## src/rtl/exc_pkg.sv

```systemverilog
package exc_pkg;

  localparam int DW    = 32;
  localparam int BIT_T = 5;
  localparam int BIT_F = 6;
  localparam int BIT_I = 7;

  typedef logic [DW-1:0] word_t;

  typedef enum logic [2:0] {
    EK_RESET = 3'd0,
    EK_UND   = 3'd1,
    EK_SWI   = 3'd2,
    EK_PABT  = 3'd3,
    EK_DABT  = 3'd4,
    EK_IRQ   = 3'd6,
    EK_FIQ   = 3'd7
  } exc_kind_e;

  localparam logic [4:0] MODE_FIQ = 5'b10001;
  localparam logic [4:0] MODE_IRQ = 5'b10010;
  localparam logic [4:0] MODE_SVC = 5'b10011;
  localparam logic [4:0] MODE_ABT = 5'b10111;
  localparam logic [4:0] MODE_UND = 5'b11011;

  function automatic logic [4:0] mode_of(exc_kind_e k);
    case (k)
      EK_FIQ:          return MODE_FIQ;
      EK_IRQ:          return MODE_IRQ;
      EK_PABT, EK_DABT: return MODE_ABT;
      EK_UND:          return MODE_UND;
      default:         return MODE_SVC;
    endcase
  endfunction

  // Link offset added to the PC on entry.
  function automatic word_t link_off(exc_kind_e k, logic thumb);
    case (k)
      EK_UND, EK_SWI:          return thumb ? word_t'(2) : word_t'(4);
      EK_PABT, EK_IRQ, EK_FIQ: return word_t'(4);
      EK_DABT:                 return word_t'(8);
      default:                 return word_t'(0);
    endcase
  endfunction

  // Offset removed from the banked link value on return.
  function automatic word_t unwind_off(logic [2:0] k);
    case (k)
      3'd3, 3'd6, 3'd7: return word_t'(4);
      3'd4:             return word_t'(8);
      default:          return word_t'(0);
    endcase
  endfunction

  function automatic word_t enter_status(word_t st, exc_kind_e k);
    word_t n;
    n          = st;
    n[4:0]     = mode_of(k);
    n[BIT_T]   = 1'b0;
    n[BIT_I]   = 1'b1;
    if (k == EK_RESET || k == EK_FIQ) n[BIT_F] = 1'b1;
    return n;
  endfunction

endpackage

```

## src/rtl/exc_arbiter.sv

```systemverilog
module exc_arbiter
  import exc_pkg::*;
(
  input  logic      req_reset,
  input  logic      req_dabt,
  input  logic      req_fiq,
  input  logic      req_irq,
  input  logic      req_pabt,
  input  logic      req_und,
  input  logic      req_swi,
  input  logic      fiq_masked,
  input  logic      irq_masked,
  output logic      take,
  output exc_kind_e kind
);
  always_comb begin
    take = 1'b1;
    kind = EK_RESET;
    if (req_reset)                    kind = EK_RESET;
    else if (req_dabt)                kind = EK_DABT;
    else if (req_fiq && !fiq_masked)  kind = EK_FIQ;
    else if (req_irq && !irq_masked)  kind = EK_IRQ;
    else if (req_pabt)                kind = EK_PABT;
    else if (req_und)                 kind = EK_UND;
    else if (req_swi)                 kind = EK_SWI;
    else                              take = 1'b0;
  end
endmodule

```

## src/rtl/exc_frame.sv

```systemverilog
module exc_frame
  import exc_pkg::*;
#(
  parameter logic [31:0] VEC_BASE = 32'h0
) (
  input  exc_kind_e kind,
  input  word_t     pc,
  input  word_t     status,
  input  logic      thumb,
  output word_t     lr,
  output word_t     saved,
  output word_t     new_status,
  output word_t     vector
);
  always_comb begin
    lr         = pc + link_off(kind, thumb);
    saved      = status;
    new_status = enter_status(status, kind);
    vector     = VEC_BASE + {27'd0, kind, 2'b00};
  end
endmodule

```

## src/rtl/exc_unwind.sv

```systemverilog
module exc_unwind
  import exc_pkg::*;
(
  input  logic [2:0] kind,
  input  word_t      link,
  output word_t      resume_pc
);
  always_comb resume_pc = link - unwind_off(kind);
endmodule

```

## src/rtl/exc_entry_ctrl.sv

```systemverilog
module exc_entry_ctrl
  import exc_pkg::*;
#(
  parameter logic [31:0] VEC_BASE = 32'h0
) (
  input  logic        clk,
  input  logic        rst_n,
  input  logic [31:0] pc_i,
  input  logic [31:0] cpsr_i,
  input  logic        thumb_i,
  input  logic        req_reset_i,
  input  logic        req_dabt_i,
  input  logic        req_fiq_i,
  input  logic        req_irq_i,
  input  logic        req_pabt_i,
  input  logic        req_und_i,
  input  logic        req_swi_i,
  input  logic        ret_i,
  input  logic [2:0]  ret_kind_i,
  input  logic [31:0] ret_lr_i,
  input  logic [31:0] ret_spsr_i,
  output logic        entry_valid_o,
  output logic [2:0]  entry_kind_o,
  output logic [31:0] vector_o,
  output logic [31:0] lr_o,
  output logic [31:0] spsr_o,
  output logic [31:0] cpsr_o,
  output logic        ret_valid_o,
  output logic [31:0] ret_pc_o,
  output logic [31:0] ret_cpsr_o
);
  logic      arb_take;
  exc_kind_e arb_kind;
  logic      chain_q;
  logic      chain_go;
  logic      take;
  logic      chain_start;
  exc_kind_e fr_kind;
  word_t     fr_pc, fr_status;
  logic      fr_thumb;
  word_t     fr_lr, fr_saved, fr_new, fr_vec;
  word_t     resume_pc;

  exc_arbiter u_arb (
    .req_reset (req_reset_i),
    .req_dabt  (req_dabt_i),
    .req_fiq   (req_fiq_i),
    .req_irq   (req_irq_i),
    .req_pabt  (req_pabt_i),
    .req_und   (req_und_i),
    .req_swi   (req_swi_i),
    .fiq_masked(cpsr_i[BIT_F]),
    .irq_masked(cpsr_i[BIT_I]),
    .take      (arb_take),
    .kind      (arb_kind)
  );

  // Chained entry takes over unless reset is requested in that cycle.
  assign chain_go    = chain_q && !req_reset_i;
  assign take        = chain_go || arb_take;
  assign chain_start = !chain_go && arb_take && (arb_kind == EK_DABT)
                       && req_fiq_i && !cpsr_i[BIT_F];

  always_comb begin
    if (chain_go) begin
      fr_kind   = EK_FIQ;
      fr_pc     = vector_o;
      fr_status = cpsr_o;
      fr_thumb  = 1'b0;
    end else begin
      fr_kind   = arb_kind;
      fr_pc     = pc_i;
      fr_status = cpsr_i;
      fr_thumb  = thumb_i;
    end
  end

  exc_frame #(.VEC_BASE(VEC_BASE)) u_frame (
    .kind      (fr_kind),
    .pc        (fr_pc),
    .status    (fr_status),
    .thumb     (fr_thumb),
    .lr        (fr_lr),
    .saved     (fr_saved),
    .new_status(fr_new),
    .vector    (fr_vec)
  );

  exc_unwind u_unwind (
    .kind     (ret_kind_i),
    .link     (ret_lr_i),
    .resume_pc(resume_pc)
  );

  always_ff @(posedge clk) begin
    if (!rst_n) begin
      entry_valid_o <= 1'b0;
      entry_kind_o  <= 3'd0;
      vector_o      <= '0;
      lr_o          <= '0;
      spsr_o        <= '0;
      cpsr_o        <= '0;
      chain_q       <= 1'b0;
    end else begin
      entry_valid_o <= take;
      chain_q       <= chain_start;
      if (take) begin
        entry_kind_o <= fr_kind;
        vector_o     <= fr_vec;
        lr_o         <= fr_lr;
        spsr_o       <= fr_saved;
        cpsr_o       <= fr_new;
      end
    end
  end

  always_ff @(posedge clk) begin
    if (!rst_n) begin
      ret_valid_o <= 1'b0;
      ret_pc_o    <= '0;
      ret_cpsr_o  <= '0;
    end else begin
      ret_valid_o <= ret_i;
      if (ret_i) begin
        ret_pc_o   <= resume_pc;
        ret_cpsr_o <= ret_spsr_i;
      end
    end
  end
endmodule

```

## config.mk

```make
export PLATFORM = sky130hd
export DESIGN_NAME = exc_entry_ctrl
export DESIGN_NICKNAME = d
export VERILOG_FILES = /design/src/rtl/exc_pkg.sv /design/src/rtl/exc_arbiter.sv /design/src/rtl/exc_frame.sv /design/src/rtl/exc_unwind.sv /design/src/rtl/exc_entry_ctrl.sv
export SDC_FILE = /design/constraint.sdc
export NUM_CORES = 1
export LEC_CHECK = 0
export ABC_AREA = 0
export BUFFER_PORTS_ARGS = -buffer_cell sky130_fd_sc_hd__buf_2
export CAP_MARGIN = 40
export CORE_AREA = 2 2 130 132
export CTS_CLUSTER_SIZE = 24
export DETAILED_ROUTE_END_ITERATION = 8
export DIE_AREA = 0 0 132 134
export PLACE_DENSITY = 0.79
export SETUP_SLACK_MARGIN = 0.02
export SKIP_LAST_GASP = 1
export SLEW_MARGIN = 20
export SYNTH_ARGS = -nofsm -noshare
export SYNTH_HDL_FRONTEND = slang
export SYNTH_SLANG_ARGS = --single-unit
```

## constraint.sdc

```tcl
create_clock -name clk -period 4.79 [get_ports clk]
set_input_delay 0 -clock clk [delete_from_list [all_inputs] [get_ports clk]]
set_output_delay 0 -clock clk [all_outputs]
set_load 0.05 [all_outputs]
```

### After elaboration in Yosys (flattened, before gate mapping)

Index checks and enable logic that the tools add are counted.

* add/subtract/negate cells: 2
* equal/unequal tests: 11
* mux-type cells: 23
* reductions and logical operators: 18

Operators by type and width (number)
* $pmux 32 s3: 1
* $mux 32: 2
* $add 32x32->32: 1
* $sub 32x4->32: 1
* $mux 3: 8
* $eq 3x3->1 const B: 7
* $pmux 4 s4: 1
* $eq 3x2->1 const B: 3
* $mux 1: 9
* $pmux 4 s2: 1
* $logic_and 1x1->1: 7
* $reduce_or 3->1: 2
* $logic_not 1->1: 4
* $reduce_or 2->1: 2
* $eq 3x1->1 const B: 1
* $logic_not 3->1: 1
* $logic_or 1x1->1: 2
* $mux 2: 1

* register bits: 165
* input port bits: 142
* output and inout bits: 197
* word-level logic and storage cells: 63

### Longest topological paths before layout

* word-level depth: 12
* gate-level depth with buffers: 15
* depth with buffers taken out: 13

### By module

Synthesis repeated with hierarchy kept, for this count alone.

* cells, all modules: 1173
* area, all modules: 10877.9 µm²

Modules (own cells, without submodules)
* exc_entry_ctrl: instances 1, cells each 857, area each 8516.9 µm², seq. area each 3963.8 µm²
* exc_frame: instances 1, cells each 211, area each 1611.5 µm², seq. area each 0.0 µm²
* exc_unwind: instances 1, cells each 92, area each 664.4 µm², seq. area each 0.0 µm²
* exc_arbiter: instances 1, cells each 13, area each 85.1 µm², seq. area each 0.0 µm²

### Worst setup path before layout

No wires, ideal clock.

* kind: flip-flop to flip-flop
* start: register chain_q
* end: register lr_o[27]
* library setup time: 0.074 ns
* arrival time: 3.475 ns
* data required time: 4.716 ns
* setup slack: 1.241 ns
* cell stages (with the launch flop): 15
* path buffers: 3
* period minus slack after synthesis: 3.549 ns
* cell sequence: dfxtp_1 -> nand2b_1 -> clkbuf_1 -> buf_1 -> clkbuf_1 -> and2_1 -> ha_1 -> inv_1 -> fa_1 -> nor2b_1 -> o21bai_1 -> nor3_1 -> nand2_1 -> a211o_1 -> a31oi_1

* longest elaborated chain between the ends: 6
* elaborated cells between the ends (all ways): 16
* those cells by class: add/sub (1); eq/ne (6); mux (5); reduce/logical (4)

RTL lines
* from (decl): line exc_entry_ctrl.sv:34 `logic chain_q;`
* from (signal assigned): line exc_entry_ctrl.sv:106 `chain_q <= chain_start;`
* $logic_and 1x1->1 (*): line exc_entry_ctrl.sv:59 `assign chain_go = chain_q && !req_reset_i;`
* $mux 3: line exc_entry_ctrl.sv:65 `if (chain_go) begin`
* $eq 3x3->1, or another cell as far along: line exc_pkg.sv:38 `case (k)`
* $reduce_or 3->1 / $reduce_or 2->1 (equally long branches): line exc_pkg.sv:38
* $pmux 32 s3: line exc_pkg.sv:38
* $add 32x32->32: line exc_frame.sv:16 `lr = pc + link_off(kind, thumb);`
* to (signal assigned): line exc_entry_ctrl.sv:110 `lr_o <= fr_lr;`
* to (decl): line exc_entry_ctrl.sv:25 `output logic [31:0] lr_o,`

Every way passes the cells marked *; elsewhere a longest branch is shown, timed or not.
A chain may end at the register's enable or synchronous reset.

### Final worst setup path

* start: input req_fiq_i
* end: register lr_o[17]

* longest elaborated chain between the ends: 9
* elaborated cells between the ends (all ways): 19
* those cells by class: add/sub (1); eq/ne (6); mux (8); reduce/logical (4)

RTL lines
* from (decl): line exc_entry_ctrl.sv:13 `input logic req_fiq_i,`
* $logic_and 1x1->1 (*): line exc_arbiter.sv:21 `else if (req_fiq && !fiq_masked) kind = EK_FIQ;`
* $mux 3: line exc_arbiter.sv:21
* $mux 3: line exc_arbiter.sv:20 `else if (req_dabt) kind = EK_DABT;`
* $mux 3: line exc_arbiter.sv:19 `if (req_reset) kind = EK_RESET;`
* $mux 3: line exc_entry_ctrl.sv:65
* $eq 3x3->1, or another cell as far along: line exc_pkg.sv:38
* $reduce_or 3->1 / $reduce_or 2->1 (equally long branches): line exc_pkg.sv:38
* $pmux 32 s3: line exc_pkg.sv:38
* $add 32x32->32: line exc_frame.sv:16

Marks and branches as above.

==> results.toml <==
[timing]
final.setup_skew_ns = 0.00865
finalWorstSetupSlack_ns = 0.803
fin_crit_sh = 0.832
layout_min_cycle_time_ns = 3.99
relSlewSlack = 0.469
max_freq_mhz = 251
finalMaxSlewViolations = 0
tightest_slew_ns = 0.776
finalSetupTns_ns = 0
setup_violations = 0
rsz0062_at_grt = "false"
hold_violations = 0

[cells_and_area]
diodes = 0
area_delta_synth_final_pct = 51.5
fin_nets = 1334
fin_cells = 1418
drive_gt1_frac = 0.302
nFillCells = 1377
fin_util = 0.613

[global_route]
grt-ovfl-total = 0
grtUsageTotal = 0.258
grt_pass1_vias = 7143
antenna_found_initial = 0
grt_max_degree = 76
grt_pass1_wl_um = 36500

[yosys]
synth_edf_count = 0
synthCells = 788
seq_area_frac_synth = 0.426
yosys_warnings = 0
ys_types = 52
yosys_register_bits = 140
avgSynthCellArea_um2 = 8.36
yosys_most_used_dff = "dfxtp_1"
synth_async_sr_flop_share = 0
syn_area_um2 = 6590

[place]
pre_cts_ws_ns = 1.41
numPortBuffers = 308
dp.cells = 1253
dp_hpwl_um = 15000
routabilityCongestion = 0.870

[critical_path]
max_stage_delay_ns = 0.70
startpoint = "req_fiq_i"
path_buf_inv = 5
start_kind = "input port"
crit_required_ns = 5.07
crit_chain = "dlygate4sd3_1, buf_2, nor2b_1, a2111oi_0, xor2_1, nor3_1, ha_1, inv_1, fa_1, nor2b_1, o21bai_1, nor3_1, buf_4, nand3_1, xor2_1, dlygate4sd3_1, o21ai_0"
crit_slowest_cell = "a2111oi_0"
critPathMaxFanout = 7
crit_type = "input port to register"
critPathArrivalTime_ns = 4.27
rr_startpoint = "chain_q$_SDFF_PN0_"
crit_family = "buffers and inverters"
crit_path_end_kind = "register"

[outcome]
status = "finished clean"

[power_and_ir_drop]
power.internal_mw = 2.29
ir_drop_mv = 0.221
p_per_area_nw_per_um2 = 346
p_switching_mw = 1.16
leakagePower_nw = 4.77
seq_power_share = 0.373
switching_share = 0.337
power_frac_comb = 0.239
clkPwrFrac = 0.388

[die]
core-area_um2 = 16300
die_width_um = 132
die_y_um = 134
die_area_um2 = 17700
ioPinCount = 339
fp-row-count = 47
start_util = 0.404

[route]
drtIter0Drc = 442
dr.pass1.iters = 5
route.detailed.drc = 0
via_per_inst = 5.06
route.detailed.wl_per_inst_um = 16.5
ant_nets = 0
finalWirelength_um = 23500
dr_total_vias = 7177

[clock_network]
clockBufferDepth = 2
tritoncts = "built"
h-tree-depth = 4
root_buffer = "clkbuf_16"
clk-insertion-delay-late_ns = 0.41
clk_pin_slew_ns = 0.06
cts.sinks = 140
ctsResizeCount = 0
cts_inserted_buffers = 17

[min_path]
hold_start = "req_pabt_i"
min_path_type = "input port to register"

[run]
maxCapViolations = 0
[final timing paths]
check | endpoint | slack [ns] | cells after the start
worst max register to register | lr_o[24]$_SDFFE_PN0P_ | 1.32 | 12
worst max-delay path | lr_o[17]$_SDFFE_PN0P_ | 0.80 | 17
worst min-delay path | cpsr_o[2]$_SDFFE_PN0P_ | 0.03 | 3
worst min register to register | spsr_o[5]$_SDFFE_PN0P_ | 0.45 | 2
[placed cells by master (no fill, tap or decap), types with 3 or more instances in the layout]
cell type,Yosys,routed
nor2_1,92,91
xnor2_1,36,36
o21ai_0,48,48
and3_1,6,6
buf_2,0,307
nand3_1,20,20
and2_1,5,5
nand2_1,107,107
a22oi_1,3,3
clkinv_4,0,4
a21oi_1,62,62
nand2b_1,4,3
a311oi_1,9,9
nor2b_1,4,4
xor2_1,16,16
or4_1,4,4
dlygate4sd3_1,0,132
o21bai_1,3,3
ha_1,5,5
dfxtp_1,140,140
inv_6,0,4
inv_1,9,8
conb_1,1,30
clkbuf_16,0,17
a31oi_1,5,5
buf_4,58,8
or3_1,6,6
a211oi_1,12,12
nor3_1,14,14
mux2i_1,37,37
nand4_1,7,7
nor4_1,3,3
[routing by layer]
layer | routed length (µm) | global-route usage
met5 | 0 | 0
met4 | 842 | 0.118
met3 | 2180 | 0.0888
met2 | 11700 | 0.457
met1 | 8780 | 0.278
[layout make-up]
class / instances / area [µm²] / share of cell area
inverter: 9 / 33.8 / 0.00339
multi-input combinational: 566 / 3260 / 0.327
timing repair buffer: 451 / 3010 / 0.301
clock buffer: 18 / 439 / 0.0440
sequential: 140 / 2800 / 0.281
clock inverter: 14 / 159 / 0.0159
tap: 220 / 275 / 0.0276
[metrics by stage]
stage	hold slack [ns]	area, µm²	total power [mW]
2_1_floorplan	0.136	6700	1.86
3_3_place_gp	0.231	7970	2.02
3_5_place_dp	0.245	8030	2.03
4_1_cts	0.0000172	9950	3.46
5_1_grt	0.0307	9980	3.58
6_report	0.0290	9980	3.45
[timing repair]
action                                  in CTS  in global routing
endpoints found under the hold margin      120                  0
buffers inserted                             0                  0
endpoints found under the setup margin       0                  0
hold buffers                               132                  0
[cell families (layout without fill, tap and decap cells)]
family | after synthesis | in the layout | synth area share
AO/OA/AOI/OAI | 156 | 156 | 0.139
AND/OR/NAND/NOR | 283 | 283 | 0.195
multiplexers | 38 | 38 | 0.0579
XOR/XNOR | 52 | 52 | 0.0691
buffers and inverters | 111 | 492 | 0.0975
adder cells (fa/ha/maj) | 7 | 7 | 0.0156
flip-flops | 140 | 140 | 0.426
other | 1 | 30 | 0.000569
[power groups by stage]
stage	combinational [mW]	clock, mW	sequential, mW
after floorplan	0.298	0	1.56
after global placement	0.714	0	1.31
after detailed placement	0.725	0	1.31
after CTS	0.811	1.37	1.28
after global routing	0.869	1.41	1.29
final	0.826	1.34	1.28
[sequential cells by signal, summed over array words and instances (netlist names)]
register,count
cpsr_o,6
lr_o,32
chain_q,1
entry_valid_o,1
ret_pc_o,32
ret_valid_o,1
spsr_o,32
vector_o,3
ret_cpsr_o,32
[tightest hold or removal path, stage by stage]
cell	delay (ns)
buf_2	0.14
a41oi_1	0.13
a21oi_1	0.13
[synthesized netlist by cell type, types with 3 or more instances]
cell type,instances,area (µm²)
mux2i_1,37,370
a22oi_1,3,22.5
nand4_1,7,43.8
nand2_1,107,402
xnor2_1,36,315
a311oi_1,9,78.8
inv_1,9,33.8
nand3_1,20,100
clkbuf_1,37,139
xor2_1,16,140
buf_4,58,435
dfxtp_1,140,2800
a31oi_1,5,31.3
or4_1,4,30.0
ha_1,5,62.6
nor2b_1,4,25.0
o21bai_1,3,22.5
a211oi_1,12,90.1
o21ai_0,48,240
or3_1,6,37.5
nor4_1,3,18.8
nand2b_1,4,25.0
buf_1,6,22.5
nor2_1,92,345
and3_1,6,37.5
nor3_1,14,70.1
and2_1,5,31.3
a21oi_1,62,310
Power figures use the tool's default switching activity.
